### config.mk
export PLATFORM = sky130hd
export DESIGN_NAME = kbd_scan_encoder
export DESIGN_NICKNAME = d
export VERILOG_FILES = /design/src/rtl/kbd_enc_pkg.sv /design/src/rtl/kbd_col_scan.sv /design/src/rtl/kbd_new_key.sv /design/src/rtl/kbd_handshake.sv /design/src/rtl/kbd_scan_encoder.sv
export SDC_FILE = /design/constraint.sdc
export NUM_CORES = 1
export LEC_CHECK = 0
export BUFFER_PORTS_ARGS = -buffer_cell sky130_fd_sc_hd__buf_2
export CAP_MARGIN = 20
export CORE_MARGIN = 5
export CORE_UTILIZATION = 50
export DETAILED_ROUTE_END_ITERATION = 7
export PLACE_DENSITY = 0.69
export SETUP_SLACK_MARGIN = 0.15
export SYNTH_ARGS = -nofsm -noshare
export SYNTH_HDL_FRONTEND = slang
export SYNTH_SLANG_ARGS = --single-unit
### constraint.sdc
create_clock -name clk -period 5.7 [get_ports clk]
set_input_delay 1.14 -clock clk [delete_from_list [all_inputs] [get_ports clk]]
set_output_delay 1.14 -clock clk [all_outputs]
set_load 0.02 [all_outputs]
### src/rtl/kbd_enc_pkg.sv
package kbd_enc_pkg;
   localparam int unsigned CODE_MUL = 37;
   localparam int unsigned CODE_ADD = 11;

   // Constant lookup table, computed rather than listed
   function automatic logic [31:0] key_code(input logic [31:0] idx);
      return idx * CODE_MUL + CODE_ADD;
   endfunction
endpackage

### src/rtl/kbd_col_scan.sv
module kbd_col_scan #(
   parameter int NUM_COLS = 8,
   localparam int CW = $clog2(NUM_COLS)
) (
   input  logic                clk,
   input  logic                rst_n,
   output logic [CW-1:0]       col_idx,
   output logic [NUM_COLS-1:0] col_drive,
   output logic                scan_last,
   output logic                scan_pre
);
   logic [CW-1:0] col_q;

   always_ff @(posedge clk or negedge rst_n) begin
      if (!rst_n)                          col_q <= '0;
      else if (col_q == CW'(NUM_COLS - 1)) col_q <= '0;
      else                                 col_q <= col_q + 1'b1;
   end

   always_comb begin
      col_drive        = '0;
      col_drive[col_q] = 1'b1;
   end

   assign col_idx   = col_q;
   assign scan_last = (col_q == CW'(NUM_COLS - 1));
   assign scan_pre  = (col_q == CW'(NUM_COLS - 2));
endmodule

### src/rtl/kbd_new_key.sv
module kbd_new_key #(
   parameter int NUM_ROWS = 9,
   parameter int NUM_COLS = 8,
   localparam int CW   = $clog2(NUM_COLS),
   localparam int KEYS = NUM_ROWS * NUM_COLS,
   localparam int IW   = $clog2(KEYS)
) (
   input  logic                clk,
   input  logic                rst_n,
   input  logic [CW-1:0]       col_idx,
   input  logic [NUM_ROWS-1:0] row_sense,
   input  logic                scan_last,
   output logic [KEYS-1:0]     full_map,
   output logic [KEYS-1:0]     prev_map,
   output logic                new_any,
   output logic                new_multi,
   output logic [IW-1:0]       new_idx
);
   logic [KEYS-1:0] acc_q, prev_q, new_bits;

   for (genvar r = 0; r < NUM_ROWS; r++) begin : g_row
      for (genvar c = 0; c < NUM_COLS; c++) begin : g_col
         assign full_map[r*NUM_COLS+c] = (col_idx == CW'(c)) ? row_sense[r]
                                                             : acc_q[r*NUM_COLS+c];
      end
   end

   assign new_bits  = full_map & ~prev_q;
   assign new_any   = |new_bits;
   assign new_multi = |(new_bits & (new_bits - 1'b1));

   always_comb begin
      new_idx = '0;
      for (int k = KEYS - 1; k >= 0; k--)
         if (new_bits[k]) new_idx = IW'(k);
   end

   always_ff @(posedge clk or negedge rst_n) begin
      if (!rst_n) begin
         acc_q  <= '0;
         prev_q <= '0;
      end else begin
         acc_q <= full_map;
         if (scan_last) prev_q <= full_map;
      end
   end

   assign prev_map = prev_q;
endmodule

### src/rtl/kbd_handshake.sv
module kbd_handshake #(
   parameter int KEYS        = 72,
   parameter int CODE_W      = 8,
   parameter int SYNC_STAGES = 2,
   localparam int IW = $clog2(KEYS)
) (
   input  logic              clk,
   input  logic              rst_n,
   input  logic              scan_last,
   input  logic              scan_pre,
   input  logic              new_any,
   input  logic              new_multi,
   input  logic [IW-1:0]     new_idx,
   input  logic [KEYS-1:0]   full_map,
   input  logic [KEYS-1:0]   prev_map,
   input  logic              rpt_mode,
   input  logic              rpt_clk,
   input  logic              data_ack,
   input  logic              buf_clr,
   output logic              strobe,
   output logic              error,
   output logic [CODE_W-1:0] key_data,
   output logic              parity,
   output logic              key_idle
);
   logic              strb_q, err_q, pend_q, last_new_q, idle_q, par_q, rpt_s;
   logic [IW-1:0]     pidx_q, kidx_q;
   logic [CODE_W-1:0] data_q, code_w;

   // Repeat clock: bypass when already synchronous, else a flop chain
   if (SYNC_STAGES == 0) begin : g_rpt_direct
      assign rpt_s = rpt_clk;
   end else begin : g_rpt_sync
      logic [SYNC_STAGES-1:0] sy_q;
      always_ff @(posedge clk or negedge rst_n) begin
         if (!rst_n) sy_q <= '0;
         else        sy_q <= {sy_q[SYNC_STAGES-2:0], rpt_clk};
      end
      assign rpt_s = sy_q[SYNC_STAGES-1];
   end

   assign code_w = CODE_W'(kbd_enc_pkg::key_code(32'(pidx_q)));

   always_ff @(posedge clk or negedge rst_n) begin
      if (!rst_n) begin
         strb_q <= 1'b0;  err_q <= 1'b0;  pend_q <= 1'b0;  last_new_q <= 1'b0;
         pidx_q <= '0;    kidx_q <= '0;   idle_q <= 1'b1;
      end else begin
         if (scan_last) begin
            if (new_multi || (new_any && last_new_q)) begin
               err_q  <= 1'b1;
               pend_q <= 1'b0;
            end else if (new_any) begin
               pend_q <= 1'b1;
               pidx_q <= new_idx;
               err_q  <= 1'b0;
               strb_q <= 1'b0;
            end else begin
               if (pend_q) begin
                  strb_q <= 1'b1;
                  pend_q <= 1'b0;
                  kidx_q <= pidx_q;
               end
               if (!(|full_map)) err_q <= 1'b0;
            end
            last_new_q <= new_any;
            idle_q     <= ~(|full_map);
         end
         if (data_ack) begin
            strb_q <= 1'b0;
            err_q  <= 1'b0;
         end
      end
   end

   always_ff @(posedge clk or negedge rst_n) begin
      if (!rst_n) begin
         data_q <= '0;
         par_q  <= 1'b0;
      end else if (buf_clr) begin
         data_q <= '0;
         par_q  <= 1'b0;
      end else if (scan_pre && pend_q) begin
         data_q <= code_w;
         par_q  <= ~(^code_w);
      end
   end

   assign strobe   = strb_q & (~rpt_mode | ~prev_map[kidx_q] | rpt_s);
   assign error    = err_q;
   assign key_data = data_q;
   assign parity   = par_q;
   assign key_idle = idle_q;
endmodule

### src/rtl/kbd_scan_encoder.sv
module kbd_scan_encoder #(
   parameter int NUM_ROWS    = 9,
   parameter int NUM_COLS    = 8,
   parameter int CODE_W      = 8,
   parameter int SYNC_STAGES = 2
) (
   input  logic                clk,
   input  logic                rst_n,
   input  logic [NUM_ROWS-1:0] row_sense,
   output logic [NUM_COLS-1:0] col_drive,
   input  logic                rpt_mode,
   input  logic                rpt_clk,
   input  logic                data_ack,
   input  logic                buf_clr,
   output logic                key_idle,
   output logic                strobe,
   output logic                error,
   output logic [CODE_W-1:0]   key_data,
   output logic                parity
);
   localparam int CW   = $clog2(NUM_COLS);
   localparam int KEYS = NUM_ROWS * NUM_COLS;
   localparam int IW   = $clog2(KEYS);

   if (NUM_COLS < 2) begin : g_bad_cols
      $error("NUM_COLS must be at least 2");
   end
   if (NUM_ROWS < 1) begin : g_bad_rows
      $error("NUM_ROWS must be at least 1");
   end
   if (SYNC_STAGES == 1) begin : g_bad_sync
      $error("SYNC_STAGES must be 0 or at least 2");
   end

   logic [CW-1:0]   col_idx;
   logic            scan_last, scan_pre, new_any, new_multi;
   logic [IW-1:0]   new_idx;
   logic [KEYS-1:0] full_map, prev_map;

   kbd_col_scan #(.NUM_COLS(NUM_COLS)) u_scan (
      .clk(clk), .rst_n(rst_n), .col_idx(col_idx), .col_drive(col_drive),
      .scan_last(scan_last), .scan_pre(scan_pre)
   );

   kbd_new_key #(.NUM_ROWS(NUM_ROWS), .NUM_COLS(NUM_COLS)) u_newkey (
      .clk(clk), .rst_n(rst_n), .col_idx(col_idx), .row_sense(row_sense),
      .scan_last(scan_last), .full_map(full_map), .prev_map(prev_map),
      .new_any(new_any), .new_multi(new_multi), .new_idx(new_idx)
   );

   kbd_handshake #(.KEYS(KEYS), .CODE_W(CODE_W), .SYNC_STAGES(SYNC_STAGES)) u_hs (
      .clk(clk), .rst_n(rst_n), .scan_last(scan_last), .scan_pre(scan_pre),
      .new_any(new_any), .new_multi(new_multi), .new_idx(new_idx),
      .full_map(full_map), .prev_map(prev_map), .rpt_mode(rpt_mode),
      .rpt_clk(rpt_clk), .data_ack(data_ack), .buf_clr(buf_clr),
      .strobe(strobe), .error(error), .key_data(key_data), .parity(parity),
      .key_idle(key_idle)
   );
endmodule

# Yosys cells after proc, flatten, opt, wreduce, memory -nomap -nowiden
# Index checks and enable logic that the tools add are counted.
[totals] word_cells=222 reg_bits=177 in_bits=15 out_inout_bits=20
[op_classes] muxes=165 mul=1 reduce_logical=16 n_addsub=3 bitwise_logic=12 n_eq_ne=9 order_cmp=3
[op_table] cell="2-to-1 mux 7 bit" n=72
[op_table] cell="OR reduction 72 bit" n=3
[op_table] cell="bitwise AND 72 bit" n=2
[op_table] cell="2-to-1 mux 1 bit" n=88
[op_table] cell="NOT 72 bit" n=1
[op_table] cell="subtractor 72 x 1 -> 72 bit, second input constant" n=1
[op_table] cell="2-to-1 mux 8 bit" n=2
[op_table] cell="== test 3 bit, second input constant" n=4
[op_table] cell="adder 8 x 4 -> 8 bit, second input constant" n=1
[op_table] cell="less-than comparator 7 x 8 -> 1 bit, second input constant" n=1
[op_table] cell="multiplier 7 x 6 -> 8 bit, second input constant" n=1
[op_table] cell="XOR reduction 8 bit" n=1
[op_table] cell="binary-select mux 1 bit (select 7 bit)" n=1
[op_table] cell="== test 3 x 2 -> 1 bit, second input constant" n=2
[op_table] cell="NOT 1 bit" n=6
[op_table] cell="AND reduction 3 bit" n=2
[op_table] cell="less-than comparator 3 x 4 -> 1 bit, second input constant" n=1
[op_table] cell="inequality test 4 x 2 -> 1 bit, second input constant" n=1
[op_table] cell="AND reduction 4 bit" n=1
[op_table] cell="nonzero test 2 bit" n=2
[op_table] cell="adder 3 x 1 -> 3 bit, second input constant" n=1
[op_table] cell="demux 1 bit (select 3 bit)" n=1
[op_table] cell="== test 3 x 1 -> 1 bit, second input constant" n=1
[op_table] cell="greater-or-equal comparator 3 x 1 -> 1 bit, second input constant" n=1
[op_table] cell="other kinds (9)" n=12

# Depth between registers and ports, before layout
# Gate-level depths: netlist of run 1.
[depth] word_depth=75 depth_mapped=21 depth_no_buf=13

# Modules after synthesis
# Synthesis of run 1 repeated with hierarchy kept, for this count alone.
[unflattened] hier_cells=1220 hier_area_um2=11621.1
[by_module_without_submodules] module="kbd_new_key" instances=1 cells_each=981 seq_area_each_um2=3603.5 area_per_inst_um2=8953.6
[by_module_without_submodules] module="kbd_handshake" instances=1 cells_each=220 seq_area_each_um2=752.0 area_per_inst_um2=2452.4
[by_module_without_submodules] module="kbd_col_scan" instances=1 cells_each=19 seq_area_each_um2=75.1 area_per_inst_um2=215.2

# Worst setup path before layout of run 1
# No wires, ideal clock.
[synth_timing] path_type="reg-to-reg" from="reg u_scan.col_q[2], in the netlist u_scan.col_idx[2]" to="reg u_hs.pidx_q[0]" required_ps=5575 period_less_slack_ps=5764 setup_time_ps=125 path_buffers=9 path_stages_with_launch=22 setup_slack_ps=-64 arrival_time_ps=5639 path_cell_list="dfrtp_1 > buf_6 > buf_6 > buf_6 > buf_6 > buf_6 > clkbuf_1 > inv_1 > ha_1 > buf_4 > mux2i_1 > nor2_1 > or4_1 > buf_2 > or4_1 > buf_2 > nor4b_4 > a311oi_1 > a2111o_1 > or4b_4 > nor4_4 > mux2_4"
[synth_between] elab_chain_cells=75 word_cells_on_any_way=161 cone_classes="add/sub (1); eq/ne (7); mux (144); bitwise (3); reduce/logical (6)"
[synth_lines] element="from (decl)" line="kbd_col_scan.sv:12" text="logic [CW-1:0] col_q;"
[synth_lines] element="from (signal assigned)" line="kbd_col_scan.sv:17" text="else col_q <= col_q + 1'b1;"
[synth_lines] element="== test 3 bit" line="kbd_col_scan.sv:26, kbd_new_key.sv:23"
[synth_lines] element="2-to-1 mux 1 bit" line="kbd_new_key.sv:23" text="assign full_map[r*NUM_COLS+c] = (col_idx == CW'(c)) ? row_sense[r]"
[synth_lines] element="bitwise AND 72 bit" line="kbd_new_key.sv:28" text="assign new_bits = full_map & ~prev_q;"
[synth_lines] element="2-to-1 mux 7 bit (72 in a row)" line="kbd_new_key.sv:35" text="if (new_bits[k]) new_idx = IW'(k);"
[synth_lines] element="to (signal assigned)" line="kbd_handshake.sv:55" text="pidx_q <= new_idx;"
[synth_lines] element="to (decl)" line="kbd_handshake.sv:27" text="logic [IW-1:0] pidx_q, kidx_q;"
# Several ways; a longest one is shown, not always the timed one.
# A chain may end at the register's enable or synchronous reset.

# Worst setup path in the final report of run 1
[layout_timing] from="reg u_scan.col_q[2], in the netlist u_scan.col_idx[2]" to="reg u_hs.strb_q"
[layout_between] elab_chain_cells=9 word_cells_on_any_way=95 cone_classes="add/sub (1); eq/ne (8); mux (76); bitwise (2); reduce/logical (8)"
[layout_lines] element="== test 3 x 1 -> 1 bit, or another cell as far along" line="kbd_new_key.sv:23"
[layout_lines] element="2-to-1 mux 1 bit" line="kbd_new_key.sv:23"
[layout_lines] element="bitwise AND 72 bit" line="kbd_new_key.sv:28"
[layout_lines] element="subtractor 72 x 1 -> 72 bit" line="kbd_new_key.sv:30" text="assign new_multi = |(new_bits & (new_bits - 1'b1));"
[layout_lines] element="bitwise AND 72 bit" line="kbd_new_key.sv:30"
[layout_lines] element="OR reduction 72 bit" line="kbd_new_key.sv:30"
[layout_lines] element="logical OR 1 bit" line="kbd_handshake.sv:50" text="if (new_multi || (new_any && last_new_q)) begin"
[layout_lines] element="inequality test 2 bit (no source line)"
[layout_lines] element="AND reduction 3 bit (no source line)"
[layout_lines] element="to (signal assigned)" line="kbd_handshake.sv:46" text="strb_q <= 1'b0; err_q <= 1'b0; pend_q <= 1'b0; last_new_q <= 1'b0;"
[layout_lines] element="to (signal assigned)" line="kbd_handshake.sv:57" text="strb_q <= 1'b0;"
[layout_lines] element="to (signal assigned)" line="kbd_handshake.sv:60" text="strb_q <= 1'b1;"
[layout_lines] element="to (decl)" line="kbd_handshake.sv:26" text="logic strb_q, err_q, pend_q, last_new_q, idle_q, par_q, rpt_s;"
# Several ways; a longest one is shown, not always the timed one. The select of a mux whose other input is x is not followed.

==> results of run 1 <==
==> sequential cells by signal, indices dropped and copies added, names as in the netlist, 2 cells and up <==
| name | cells |
|---|---|
| u_hs.g_rpt_sync.sy_q | 2 |
| u_hs.key_data | 8 |
| u_hs.kidx_q | 7 |
| u_hs.pidx_q | 7 |
| u_newkey.acc_q | 72 |
| u_newkey.prev_map | 72 |
| u_scan.col_idx | 3 |
==> metrics by stage <==
stage / instance area [µm²] / util
floorplan: 11540 / -
global placement: 12300 / 0.5431
detailed placement: 12300 / 0.5431
CTS: 12850 / 0.5676
global route: 12900 / 0.5696
finish: 12900 / 0.5696
==> path summary, 6_finish.rpt <==
path                                         start                      end  depth (start not counted)
min in group asynchronous                    rst_n        u_newkey.acc_q[0]                          1
hold reg to reg            u_hs.g_rpt_sync.sy_q[0]  u_hs.g_rpt_sync.sy_q[1]                          0
hold / removal             u_hs.g_rpt_sync.sy_q[0]  u_hs.g_rpt_sync.sy_q[1]                          0
setup reg to reg                 u_scan.col_idx[2]              u_hs.strb_q                         13
max in group asynchronous                    rst_n       u_newkey.acc_q[55]                          2
setup / recovery                 u_scan.col_idx[2]              u_hs.strb_q                         13
==> layout make-up <==
type,instances,area share
Sequential cell,177,0.3437
Inverter,101,0.02940
Tap cell,285,0.02765
Clock buffer,21,0.03570
Timing Repair Buffer,103,0.05870
Clock inverter,11,0.007277
Multi-Input combinational cell,900,0.4976
==> synthesized netlist by cell type (all sizes together), types with 21 or more instances <==
cell type  instances
a21bo             24
mux2              21
dfrtp            176
nand4             32
clkbuf            36
nor2             150
mux2i             54
nor4              32
and2              26
a21oi            120
nand3             32
nand2             35
mux4              23
inv              101
o21ai             42
buf               27
nor3              39
nand2b            31
ha                24
==> per-layer routing <==
metal,track usage,up-vias,share of wire
met5,0,-,0
met4,0.1069,0,0.037
met3,0.05278,76,0.066
met2,0.4669,420,0.47
met1,0.3967,4972,0.43
li1,-,4668,-
==> cells by family (layout without fill, tap and decap cells) <==
kind of cell,count (synthesis),count (layout),synth area share
compound gates,306,306,0.1766
xor+xnor,17,17,0.01293
fa+ha+maj,27,27,0.03043
buf+inv,164,236,0.06118
flops,177,177,0.3848
mux,98,98,0.1135
simple gates,452,452,0.2206
==> critical path, cell delays in order, from the launching register on <==
cell and delay [ps]:
dfrtp_2 350, buf_4 330, buf_4 550, a21bo_2 240, a21oi_1 210, nor4_4 530
nand4_2 380, nor4_1 410, buf_4 190, o21ai_0 80, a2111o_1 450, or4_1 590
or4_1 530, a211oi_1 230
==> placed cells by master (no fill, tap or decap), types with 9 or more instances in the layout <==
cell       Yosys  layout
nand3_1       32      32
nand2_1       35      35
nor2_1       150     150
a21bo_2       22      22
or2_2         16      16
mux4_2        23      23
inv_1        101     101
clkbuf_16      0      17
nand4_1       30      30
o221ai_1       9       9
ha_1          24      22
xnor2_1       17      17
nand2b_1      31      31
o31ai_1       10      10
mux2i_1       54      53
buf_2          8      33
buf_4          5      64
a21oi_1      120     120
mux2_2        18      18
o21ai_0       30      30
o21ai_1        9       9
dfrtp_1      176     175
or4_1         10      10
nor4_1        25      24
nor3_1        38      37
or4bb_1       12      12
and2_1        26      26
o41ai_1        9       9
==> timing repair <==
item	CTS	global route
setup endpoints to repair	0	8
resized for setup	0	2
setup buffers	0	5
==> where the power goes <==
part	leakage [nW]	switching (W)	internal (W)	total [W]
clock network	0.272	0.000542	0.000594	0.00114
registers	2.10	0.0000426	0.00131	0.00135
logic	3.16	0.000263	0.000153	0.000416
total	5.53	0.000848	0.00205	0.00290
==> summary.txt, run 1 <==
Setup path
  – Critical Path AT: between 5000 and 6000 ps
  – Critical Path RT: slightly above 6000 ps
  – Reg2reg setup slack: about 510 ps
  – CP Class: reg -> reg
  – Worst setup EP type: flip-flop
  – Critical Path Source Type: flip-flop
  – Worst-path fanout max: 57

Clock tree
  – Num CTS Buffers: 17
  – Root buffer cell: clkbuf_16
  – Clock latency on the worst-skew pair: 440 ps
  – H-tree depth: 4
  – Worst-path clk slew: 70 ps
  – # clock sinks: between 150 and 200
  – Post-CTS Hold Fix Bufs: 0
  – CTS max path bufs: 2
  – CTS tree: yes

Min path
  – Worst hold path class: reg -> reg

Global routing
  – GRT Util Overall: 0.2906
  – First-pass GRT wire length: 58590 µm
  – Largest net degree at the start of global routing: 106
  – Initial antenna violation count: 0
  – GRT overflow: 0
  – Vias in the first global route: 9876

Final layout
  – Area growth syn-to-layout: 12.01%
  – Layout cells sized above 1: 0.1843
  – Number of fill cells: 2071
  – Area occupied by multi-input gates: 6417 µm²
  – Final Non-Filler Cells: approximately 1600
  – Diode count: 0
  – Seq. cell area: ~4400 µm²
  – Final nets: 1341

STA
  – Hold slack final: 353.3 ps
  – Min setup slack post-route: 505.4 ps
  – Final Skew: 11.64 ps
  – Final setup fails: 0
  – Setup_tns: 0 ps
  – Achievable frequency: 192.5 MHz
  – Slew HR: 0.3882
  – Max Slew Vio Count: 0
  – Final worst path period share: 0.9113
  – Worst-Margin Slew: a little over 900 ps
  – RSZ-0062 raised after global routing: false
  – Final Hold Fails: 0
  – Final min period: 5195 ps

Drt
  – Routed via count: roughly 10000
  – # DRC: 0
  – Vias per inst: 6.343
  – DRT Pass-1 Iters: 7
  – WL/cell: 23.59 µm
  – Post-DRT Antenna Nets: 0
  – 1st-iter DRT viols: 1029
  – Routed Wire Length: roughly 38000 µm

Logic synthesis
  – Yosys reg bits: 177
  – Most used DFF post-synth: dfrtp_1
  – Post-synth top area share: 0.3825
  – Count of synthesis-stage warnings from yosys: 0
  – Ys async rst share: 1.000
  – Synth area leaders: dfrtp_1, a21oi_1, nor2_1
  – Syn avg cell area: 9.278 µm²
  – EDFF count, synth: 0
  – Post-synthesis sequential area ratio: 0.3848
  – Syn Std Cell Area: 11510 µm²
  – Yosys top cell by area: dfrtp_1
  – Mapped Cells: 1241
  – Net Count, Synth: 1282
  – Post-synth cell types: 80

Floorplanning
  – DIE AREA: 26160 µm²
  – Die Y-Extent: ~160 µm
  – DIE WIDTH: 161.7 µm
  – Core Region: 22640 µm²
  – Cell Rows: 55
  – Initial Util: 0.5085
  – Io pins: 35

Place
  – Detail Placement HPWL: 28340 µm
  – Buffers on Ports: 34
  – Post-place setup slack: 166.1 ps
  – Dpl cells: 1561
  – RD Place Congestion: 1.000

Power
  – P_leak: 5.532 nW
  – P per Cell Area: ~230 nW/µm²
  – VDD IR max: 0.1578 mV
  – PnR Total Power: 0.002903 W

Flow run
  – Max Cap Viol: 0

Outcome
  – Status: finished clean
(Power assumes the default switching activity.)
==> run 2, diff against run 1 <==
--- a/config.mk
+++ b/config.mk
@@ -5,13 +5,15 @@
 export SDC_FILE = /design/constraint.sdc
 export NUM_CORES = 1
 export LEC_CHECK = 0
+export ABC_AREA = 1
 export BUFFER_PORTS_ARGS = -buffer_cell sky130_fd_sc_hd__buf_2
 export CAP_MARGIN = 20
 export CORE_MARGIN = 5
 export CORE_UTILIZATION = 50
+export CTS_CLUSTER_SIZE = 28
 export DETAILED_ROUTE_END_ITERATION = 7
 export PLACE_DENSITY = 0.69
-export SETUP_SLACK_MARGIN = 0.15
+export SETUP_SLACK_MARGIN = 0.4
 export SYNTH_ARGS = -nofsm -noshare
 export SYNTH_HDL_FRONTEND = slang
 export SYNTH_SLANG_ARGS = --single-unit
==> summary.txt, run 2 <==
Outcome
  – Status: finished clean (unchanged)

Clock tree
  – Clock latency on the worst-skew pair: 440 ps (about the same)
  – CTS max path bufs: 2 (unchanged)
  – # clock sinks: 177 (unchanged)
  – Num CTS Buffers: 17 (unchanged)
  – Root buffer cell: clkbuf_16 (unchanged)
  – Post-CTS Hold Fix Bufs: 0 (unchanged)
  – H-tree depth: 4 (unchanged)
  – Worst-path clk slew: 70 ps (about the same)
  – CTS tree: yes (unchanged)

STA
  – Final Skew: 8.969 ps (was 11.64 ps)
  – RSZ-0062 raised after global routing: true (was false)
  – Final Hold Fails: 0 (unchanged)
  – Final setup fails: 0 (unchanged)
  – Achievable frequency: 196.8 MHz (was 192.5 MHz)
  – Hold slack final: 356.3 ps (was 353.3 ps)
  – Worst-Margin Slew: 863.6 ps (was 908.1 ps)
  – Final min period: 5081 ps (was 5195 ps)
  – Setup_tns: 0 ps (unchanged)
  – Final worst path period share: 0.8913 (was 0.9113)
  – Slew HR: 0.4243 (was 0.3882)
  – Max Slew Vio Count: 0 (unchanged)

Power
  – Clock power share: 0.384 (was 0.391)
  – VDD IR max: 0.1760 mV (was 0.1578 mV)
  – Combinational share of power: 0.173 (was 0.143)
  – P_leak: 6.421 nW (was 5.532 nW)
  – P per Cell Area: 246.5 nW/µm² (was 225.1 nW/µm²)
  – Switch share: 0.2928 (was 0.2922)
  – Internal: 0.002161 W (was 0.002055 W)
  – Psw: 0.0008944 W (was 0.0008481 W)
  – Sequential power share: 0.443 (was 0.465)

Logic synthesis
  – Ys async rst share: 1.000 (unchanged)
  – EDFF count, synth: 0 (unchanged)
  – Synth cell count leaders: nand2_1, inv_1, nor2_1, dfrtp_1, o21ai_0 (was dfrtp_1, nor2_1, a21oi_1, inv_1, mux2i_1)
  – Post-synth top area share: 0.4088 (was 0.3825)
  – Post-synth cell types: 51 (was 80)
  – Mapped Cells: 1532 (was 1241)
  – Post-synthesis sequential area ratio: 0.4112 (was 0.3848)
  – Syn avg cell area: 7.033 µm² (was 9.278 µm²)
  – Net Count, Synth: 1573 (was 1282)
  – Yosys reg bits: 177 (unchanged)
  – Most used DFF post-synth: dfrtp_1 (unchanged)
  – Synth area leaders: dfrtp_1, nand2_1, inv_1 (was dfrtp_1, a21oi_1, nor2_1)
  – Syn Std Cell Area: 10770 µm² (was 11510 µm²)
  – Yosys top cell by area: dfrtp_1 (unchanged)
  – Count of synthesis-stage warnings from yosys: 0 (unchanged)
  – Dominant cell by count in the synthesized netlist: nand2_1 (was dfrtp_1)

Setup path
  – Reg-to-Reg Start: u_scan.col_idx[0] (was u_scan.col_idx[2])
  – Critical Path RT: 6070 ps (was 6050 ps)
  – Worst reg-to-reg path cell count: 31 (was 13)
  – Worst-path fanout max: 12 (was 57)
  – Slowest CP cell: dfrtp_2 (was or4_1)
  – Top cell by count, worst path: nand2_1 (was buf_4)
  – CP Class: reg -> reg (unchanged)
  – Reg2reg setup slack: 620 ps (was 510 ps)
  – Worst setup EP type: flip-flop (unchanged)
  – CP max stage delay: 480 ps (was 590 ps)
  – Critical Path AT: 5450 ps (was 5550 ps)
  – Critical Path Source Type: flip-flop (unchanged)
  – Crit Reg-Reg Endpoint: u_hs.pidx_q[0] (was u_hs.strb_q)

Drt
  – 1st-iter DRT viols: 826 (was 1029)
  – Routed Wire Length: 33060 µm (was 37690 µm)
  – Routed via count: 10330 (was 10140)
  – Post-DRT Antenna Nets: 0 (unchanged)
  – WL/cell: 17.55 µm (was 23.59 µm)
  – DRT Pass-1 Iters: 6 (was 7)
  – Vias per inst: 5.482 (was 6.343)
  – # DRC: 0 (unchanged)

Floorplanning
  – DIE AREA: 24580 µm² (was 26160 µm²)
  – Cell Rows: 53 (was 55)
  – Die Y-Extent: 156.8 µm (was 161.7 µm)
  – Initial Util: 0.5109 (was 0.5085)
  – Core Region: 21090 µm² (was 22640 µm²)
  – DIE WIDTH: 156.8 µm (was 161.7 µm)
  – Io pins: 35 (unchanged)

Final layout
  – Commonest cells after routing, fill and taps aside: nand2_1, inv_1, nor2_1, dfrtp_1, o21ai_0 (was dfrtp_1, nor2_1, a21oi_1, inv_1, buf_4)
  – Area growth syn-to-layout: 15.03% (was 12.01%)
  – Diode count: 0 (unchanged)
  – Layout cells sized above 1: 0.1280 (was 0.1843)
  – Most common cell after layout, fill and taps aside: nand2_1 (was dfrtp_1)
  – Final nets: 1639 (was 1341)
  – Post-route design area: 12390 µm² (was 12900 µm²)

Min path
  – Hold Crit Depth: 0 (unchanged)
  – Min-delay src: u_hs.g_rpt_sync.sy_q[0] (unchanged)
  – Worst hold path class: reg -> reg (unchanged)
  – Hold Path Sink: u_hs.g_rpt_sync.sy_q[1] (unchanged)

Global routing
  – GRT Util Overall: 0.2667 (was 0.2906)
  – Largest net degree at the start of global routing: 108 (was 106)
  – Vias in the first global route: 9547 (was 9876)
  – First-pass GRT wire length: 51140 µm (was 58590 µm)
  – Initial antenna violation count: 0 (unchanged)
  – GRT overflow: 0 (unchanged)

Flow run
  – Max Cap Viol: 0 (unchanged)

Place
  – Buffers on Ports: 34 (unchanged)
  – Area after DPL: 11300 µm² (was 12300 µm²)
  – Detail Placement HPWL: 23680 µm (was 28340 µm)
  – RD Place Congestion: 0.9969 (was 1.000)
## run 2: cell type report
| class | count | area (µm²) |
|---|---|---|
| Multi-Input combinational cell | 1031 | 5298 |
| Fill cell | 1967 | 8695 |
| Clock inverter | 8 | 106.4 |
| Inverter | 282 | 1082 |
| Sequential cell | 177 | 4434 |
| Clock buffer | 22 | 464.2 |
| Tap cell | 275 | 344.1 |
| Timing Repair Buffer | 89 | 664.4 |
## run 2: power groups by stage
stage	logic [W]	registers, W	clock network (W)
after floorplan	0.000369	0.00136	0
after global placement	0.000508	0.00137	0
after detailed placement	0.000515	0.00138	0
after CTS	0.000521	0.00135	0.00119
after global routing	0.000598	0.00136	0.00124
final	0.000528	0.00135	0.00117
## run 2: how the worst max path moves through the flow
stage                          end              start  cells past startpoint
global route        u_hs.pidx_q[0]  u_scan.col_idx[1]                     74
floorplan           u_hs.pidx_q[0]       row_sense[8]                     76
finish              u_hs.pidx_q[0]  u_scan.col_idx[0]                     31
global placement    u_hs.pidx_q[0]       row_sense[0]                     28
detailed placement  u_hs.pidx_q[0]       row_sense[0]                     28
CTS                 u_hs.pidx_q[0]  u_scan.col_idx[0]                     76
## run 2: what timing repair did
item | CTS | global route
gates cloned | 1 | 1
setup buffers | 2 | 27
pin swaps | 1 | 23
endpoints found under the setup margin | 10 | 10
resized for setup | 10 | 50
## run 2: stage by stage
| stage | setup WS, ps | util | instances | total power, W |
|---|---|---|---|---|
| final | 619.3 | 0.5877 | 1884 | 0.003055 |
| after global routing | -12.58 | 0.5877 | 1884 | 0.003197 |
| after CTS | 438.3 | 0.5657 | 1856 | 0.003059 |
| after detailed placement | -137.3 | 0.5361 | 1823 | 0.001890 |
| after global placement | -62.74 | 0.5361 | 1823 | 0.001882 |
| after floorplan | 1055 | - | 1532 | 0.001733 |
## run 2: worst max-delay path: cells and delay by family, from the launching register on
family	cells	cell delay [ps]
adder cells (fa/ha/maj)	1	200
flip-flops	1	480
buffers and inverters	9	890
AO/OA/AOI/OAI	4	860
AND/OR/NAND/NOR	17	2570
## run 2: logic make-up after synthesis
group | after synthesis | share of synthesized area
fa+ha+maj | 26 | 0.03159
xor+xnor | 16 | 0.01301
compound gates | 308 | 0.1620
flops | 177 | 0.4112
simple gates | 680 | 0.2643
buf+inv | 325 | 0.1179
## run 2: metal layers
layer,routed length [µm],part of all wire,track usage
met3,2403,0.073,0.04840
met5,0,0,0
met2,15010,0.45,0.4217
met4,1033,0.031,0.09091
met1,14610,0.44,0.3709
==> run 3, diff against run 2 <==
--- a/config.mk
+++ b/config.mk
@@ -8,11 +8,14 @@
 export ABC_AREA = 1
 export BUFFER_PORTS_ARGS = -buffer_cell sky130_fd_sc_hd__buf_2
 export CAP_MARGIN = 20
+export CELL_PAD_IN_SITES_DETAIL_PLACEMENT = 0
+export CELL_PAD_IN_SITES_GLOBAL_PLACEMENT = 1
 export CORE_MARGIN = 5
 export CORE_UTILIZATION = 50
+export CTS_CLUSTER_DIAMETER = 50
 export CTS_CLUSTER_SIZE = 28
 export DETAILED_ROUTE_END_ITERATION = 7
-export PLACE_DENSITY = 0.69
+export PLACE_DENSITY_LB_ADDON = 0.1
 export SETUP_SLACK_MARGIN = 0.4
 export SYNTH_ARGS = -nofsm -noshare
 export SYNTH_HDL_FRONTEND = slang
==> constraint.sdc (replaced) <==
create_clock -name clk -period 6.6 [get_ports clk]
set_input_delay 1.32 -clock clk [delete_from_list [all_inputs] [get_ports clk]]
set_output_delay 1.32 -clock clk [all_outputs]
set_load 0.02 [all_outputs]
==> summary.txt, run 3 (synthesis gave the netlist of run 2 again) <==
Power
  – Clock power share: 0.407 (was 0.384)
  – P_leak: 6.229 nW (was 6.421 nW)
  – Internal: 0.001929 W (was 0.002161 W)
  – Combinational share of power: 0.165 (was 0.173)
  – VDD IR max: 0.1301 mV (was 0.1760 mV)
  – Sequential power share: 0.428 (was 0.443)
  – Psw: 0.0007956 W (was 0.0008944 W)
  – P per Cell Area: 228.7 nW/µm² (was 246.5 nW/µm²)
  – Switch share: 0.2920 (was 0.2928)

Drt
  – Routed Wire Length: 32950 µm (was 33060 µm)
  – WL/cell: 17.81 µm (was 17.55 µm)
  – Routed via count: 9929 (was 10330)
  – # DRC: 0 (unchanged)
  – 1st-iter DRT viols: 879 (was 826)
  – DRT Pass-1 Iters: 5 (was 6)
  – Post-DRT Antenna Nets: 0 (unchanged)
  – Vias per inst: 5.367 (was 5.482)

Clock tree
  – Root buffer cell: clkbuf_16 (unchanged)
  – H-tree depth: 4 (unchanged)
  – CTS tree: yes (unchanged)
  – CTS max path bufs: 2 (unchanged)
  – # clock sinks: 177 (unchanged)
  – Clock latency on the worst-skew pair: 440 ps (about the same)
  – Num CTS Buffers: 17 (unchanged)
  – Worst-path clk slew: 70 ps (about the same)

Floorplanning
  – Initial Util: 0.5109 (unchanged)
  – DIE AREA: 24580 µm² (unchanged)
  – Io pins: 35 (unchanged)
  – Core Region: 21090 µm² (unchanged)
  – Cell Rows: 53 (unchanged)
  – DIE WIDTH: 156.8 µm (unchanged)
  – Die Y-Extent: 156.8 µm (unchanged)

STA
  – Final worst path period share: 0.8505 (was 0.8913)
  – RSZ-0062 raised after global routing: false (was true)
  – Final min period: 5613 ps (was 5081 ps)
  – Min setup slack post-route: 986.7 ps (was 619.3 ps)
  – Achievable frequency: 178.1 MHz (was 196.8 MHz)
  – Final Hold Fails: 0 (unchanged)
  – Slew HR: 0.3622 (was 0.4243)
  – Max Slew Vio Count: 0 (unchanged)
  – Worst-Margin Slew: 955.7 ps (was 863.6 ps)
  – Final setup fails: 0 (unchanged)
  – Final Skew: 13.91 ps (was 8.969 ps)
  – Setup_tns: 0 ps (unchanged)

Outcome
  – Status: finished clean (unchanged)

Final layout
  – Final nets: 1602 (was 1639)
  – Commonest cells after routing, fill and taps aside: nand2_1, inv_1, nor2_1, dfrtp_1, o21ai_0 (unchanged)
  – Number of fill cells: 2077 (was 1967)
  – Most common cell after layout, fill and taps aside: nand2_1 (unchanged)
  – Layout cells sized above 1: 0.09149 (was 0.1280)
  – Area growth syn-to-layout: 10.60% (was 15.03%)

Setup path
  – CP Class: reg -> reg (unchanged)
  – Critical Path AT: 5980 ps (was 5450 ps)
  – CP max stage delay: 460 ps (was 480 ps)
  – Worst setup EP type: flip-flop (unchanged)
  – Worst-path fanout max: 18 (was 12)
  – Critical Path RT: 6960 ps (was 6070 ps)
  – Critical Path Source Type: flip-flop (unchanged)
  – Slowest CP cell: dfrtp_1 (was dfrtp_2)

Global routing
  – First-pass GRT wire length: 52670 µm (was 51140 µm)
  – Vias in the first global route: 9594 (was 9547)
  – GRT Util Overall: 0.2767 (was 0.2667)
  – GRT overflow: 0 (unchanged)
  – Initial antenna violation count: 2 (was 0)
  – Largest net degree at the start of global routing: 94 (was 108)

Place
  – Buffers on Ports: 34 (unchanged)
  – RD Place Congestion: 0.9936 (was 0.9969)
  – Post-place setup slack: 408.0 ps (was -137.3 ps)
  – Detail Placement HPWL: 24510 µm (was 23680 µm)

Flow run
  – Max Cap Viol: 0 (unchanged)

Min path
  – Worst hold path class: reg -> reg (unchanged)
[run 3: cell types whose count changed in the layout (fill, tap and decap cells not counted), sizes merged, moves of 2 or more]
cell and change:
clkbuf -4, buf -35, clkinv -2, inv +6, bufinv +2
[run 3: metrics by stage]
step / utilization / hold WS, ps / instance area (µm²) / total power, W / cells
finish: 0.5651 / 352.2 / 11920 / 0.002725 / 1850
global route: 0.5650 / 357.5 / 11910 / 0.002864 / 1849
CTS: 0.5615 / 349.3 / 11840 / 0.002737 / 1844
detailed placement: 0.5316 / 334.7 / 11210 / 0.001634 / 1812
global placement: 0.5316 / 339.1 / 11210 / 0.001633 / 1812
floorplan: - / 331.2 / 10770 / 0.001497 / 1532
[run 3: path summary, 6_finish.rpt]
path	from	end	slack (ps)	depth (start not counted)
max in group asynchronous	rst_n	u_hs.pidx_q[3]	4700	2
min reg2reg	u_hs.g_rpt_sync.sy_q[0]	u_hs.g_rpt_sync.sy_q[1]	350	0
min	u_hs.g_rpt_sync.sy_q[0]	u_hs.g_rpt_sync.sy_q[1]	350	0
max	u_scan.col_idx[1]	u_hs.pidx_q[2]	990	32
max reg2reg	u_scan.col_idx[1]	u_hs.pidx_q[2]	990	32
min in group asynchronous	rst_n	u_newkey.acc_q[40]	950	1
[run 3: critical path: cells and delay by family, from the launching register on]
| kind | cells | cell delay (ps) |
|---|---|---|
| adder cells (fa/ha/maj) | 1 | 290 |
| flip-flops | 1 | 460 |
| AND/OR/NAND/NOR | 16 | 2750 |
| buffers and inverters | 9 | 950 |
| AO/OA/AOI/OAI | 6 | 1080 |
[run 3: power by group through the flow]
stage / Clock [W] / Sequential [W] / Combinational, W
2_1_floorplan: 0 / 0.00118 / 0.000319
3_3_place_gp: 0 / 0.00119 / 0.000447
3_5_place_dp: 0 / 0.00119 / 0.000447
4_1_cts: 0.00112 / 0.00117 / 0.000450
5_1_grt: 0.00117 / 0.00117 / 0.000519
6_report: 0.00111 / 0.00117 / 0.000449
[run 3: area by class of cell]
type	count	area [µm²]	share of cell area
Clock inverter	13	197.7	0.01659
Tap cell	275	344.1	0.02887
Clock buffer	19	432.9	0.03633
Inverter	282	1069	0.08967
Timing Repair Buffer	53	335.3	0.02814
Multi-Input combinational cell	1030	5104	0.4283
Antenna cell	1	2.502	0.0002100
Sequential cell	177	4432	0.3719
[run 3: repair_timing]
item | 4_1_cts | 5_1_grt
resized for setup | 1 | 9
setup buffers | 0 | 5
hold buffers | 0 | 0
endpoints found under the hold margin | 0 | 0
setup endpoints to repair | 3 | 10
pin swaps | 0 | 1
[run 3: per-layer routing]
layer | track usage | share of wire | vias to the layer above | wire length (µm)
met2 | 0.4180 | 0.43 | 252 | 14160
met4 | 0.09091 | 0.026 | 0 | 869
met3 | 0.04591 | 0.052 | 51 | 1723
li1 | - | - | 4958 | -
met5 | 0 | 0 | - | 0
met1 | 0.4061 | 0.49 | 4668 | 16190
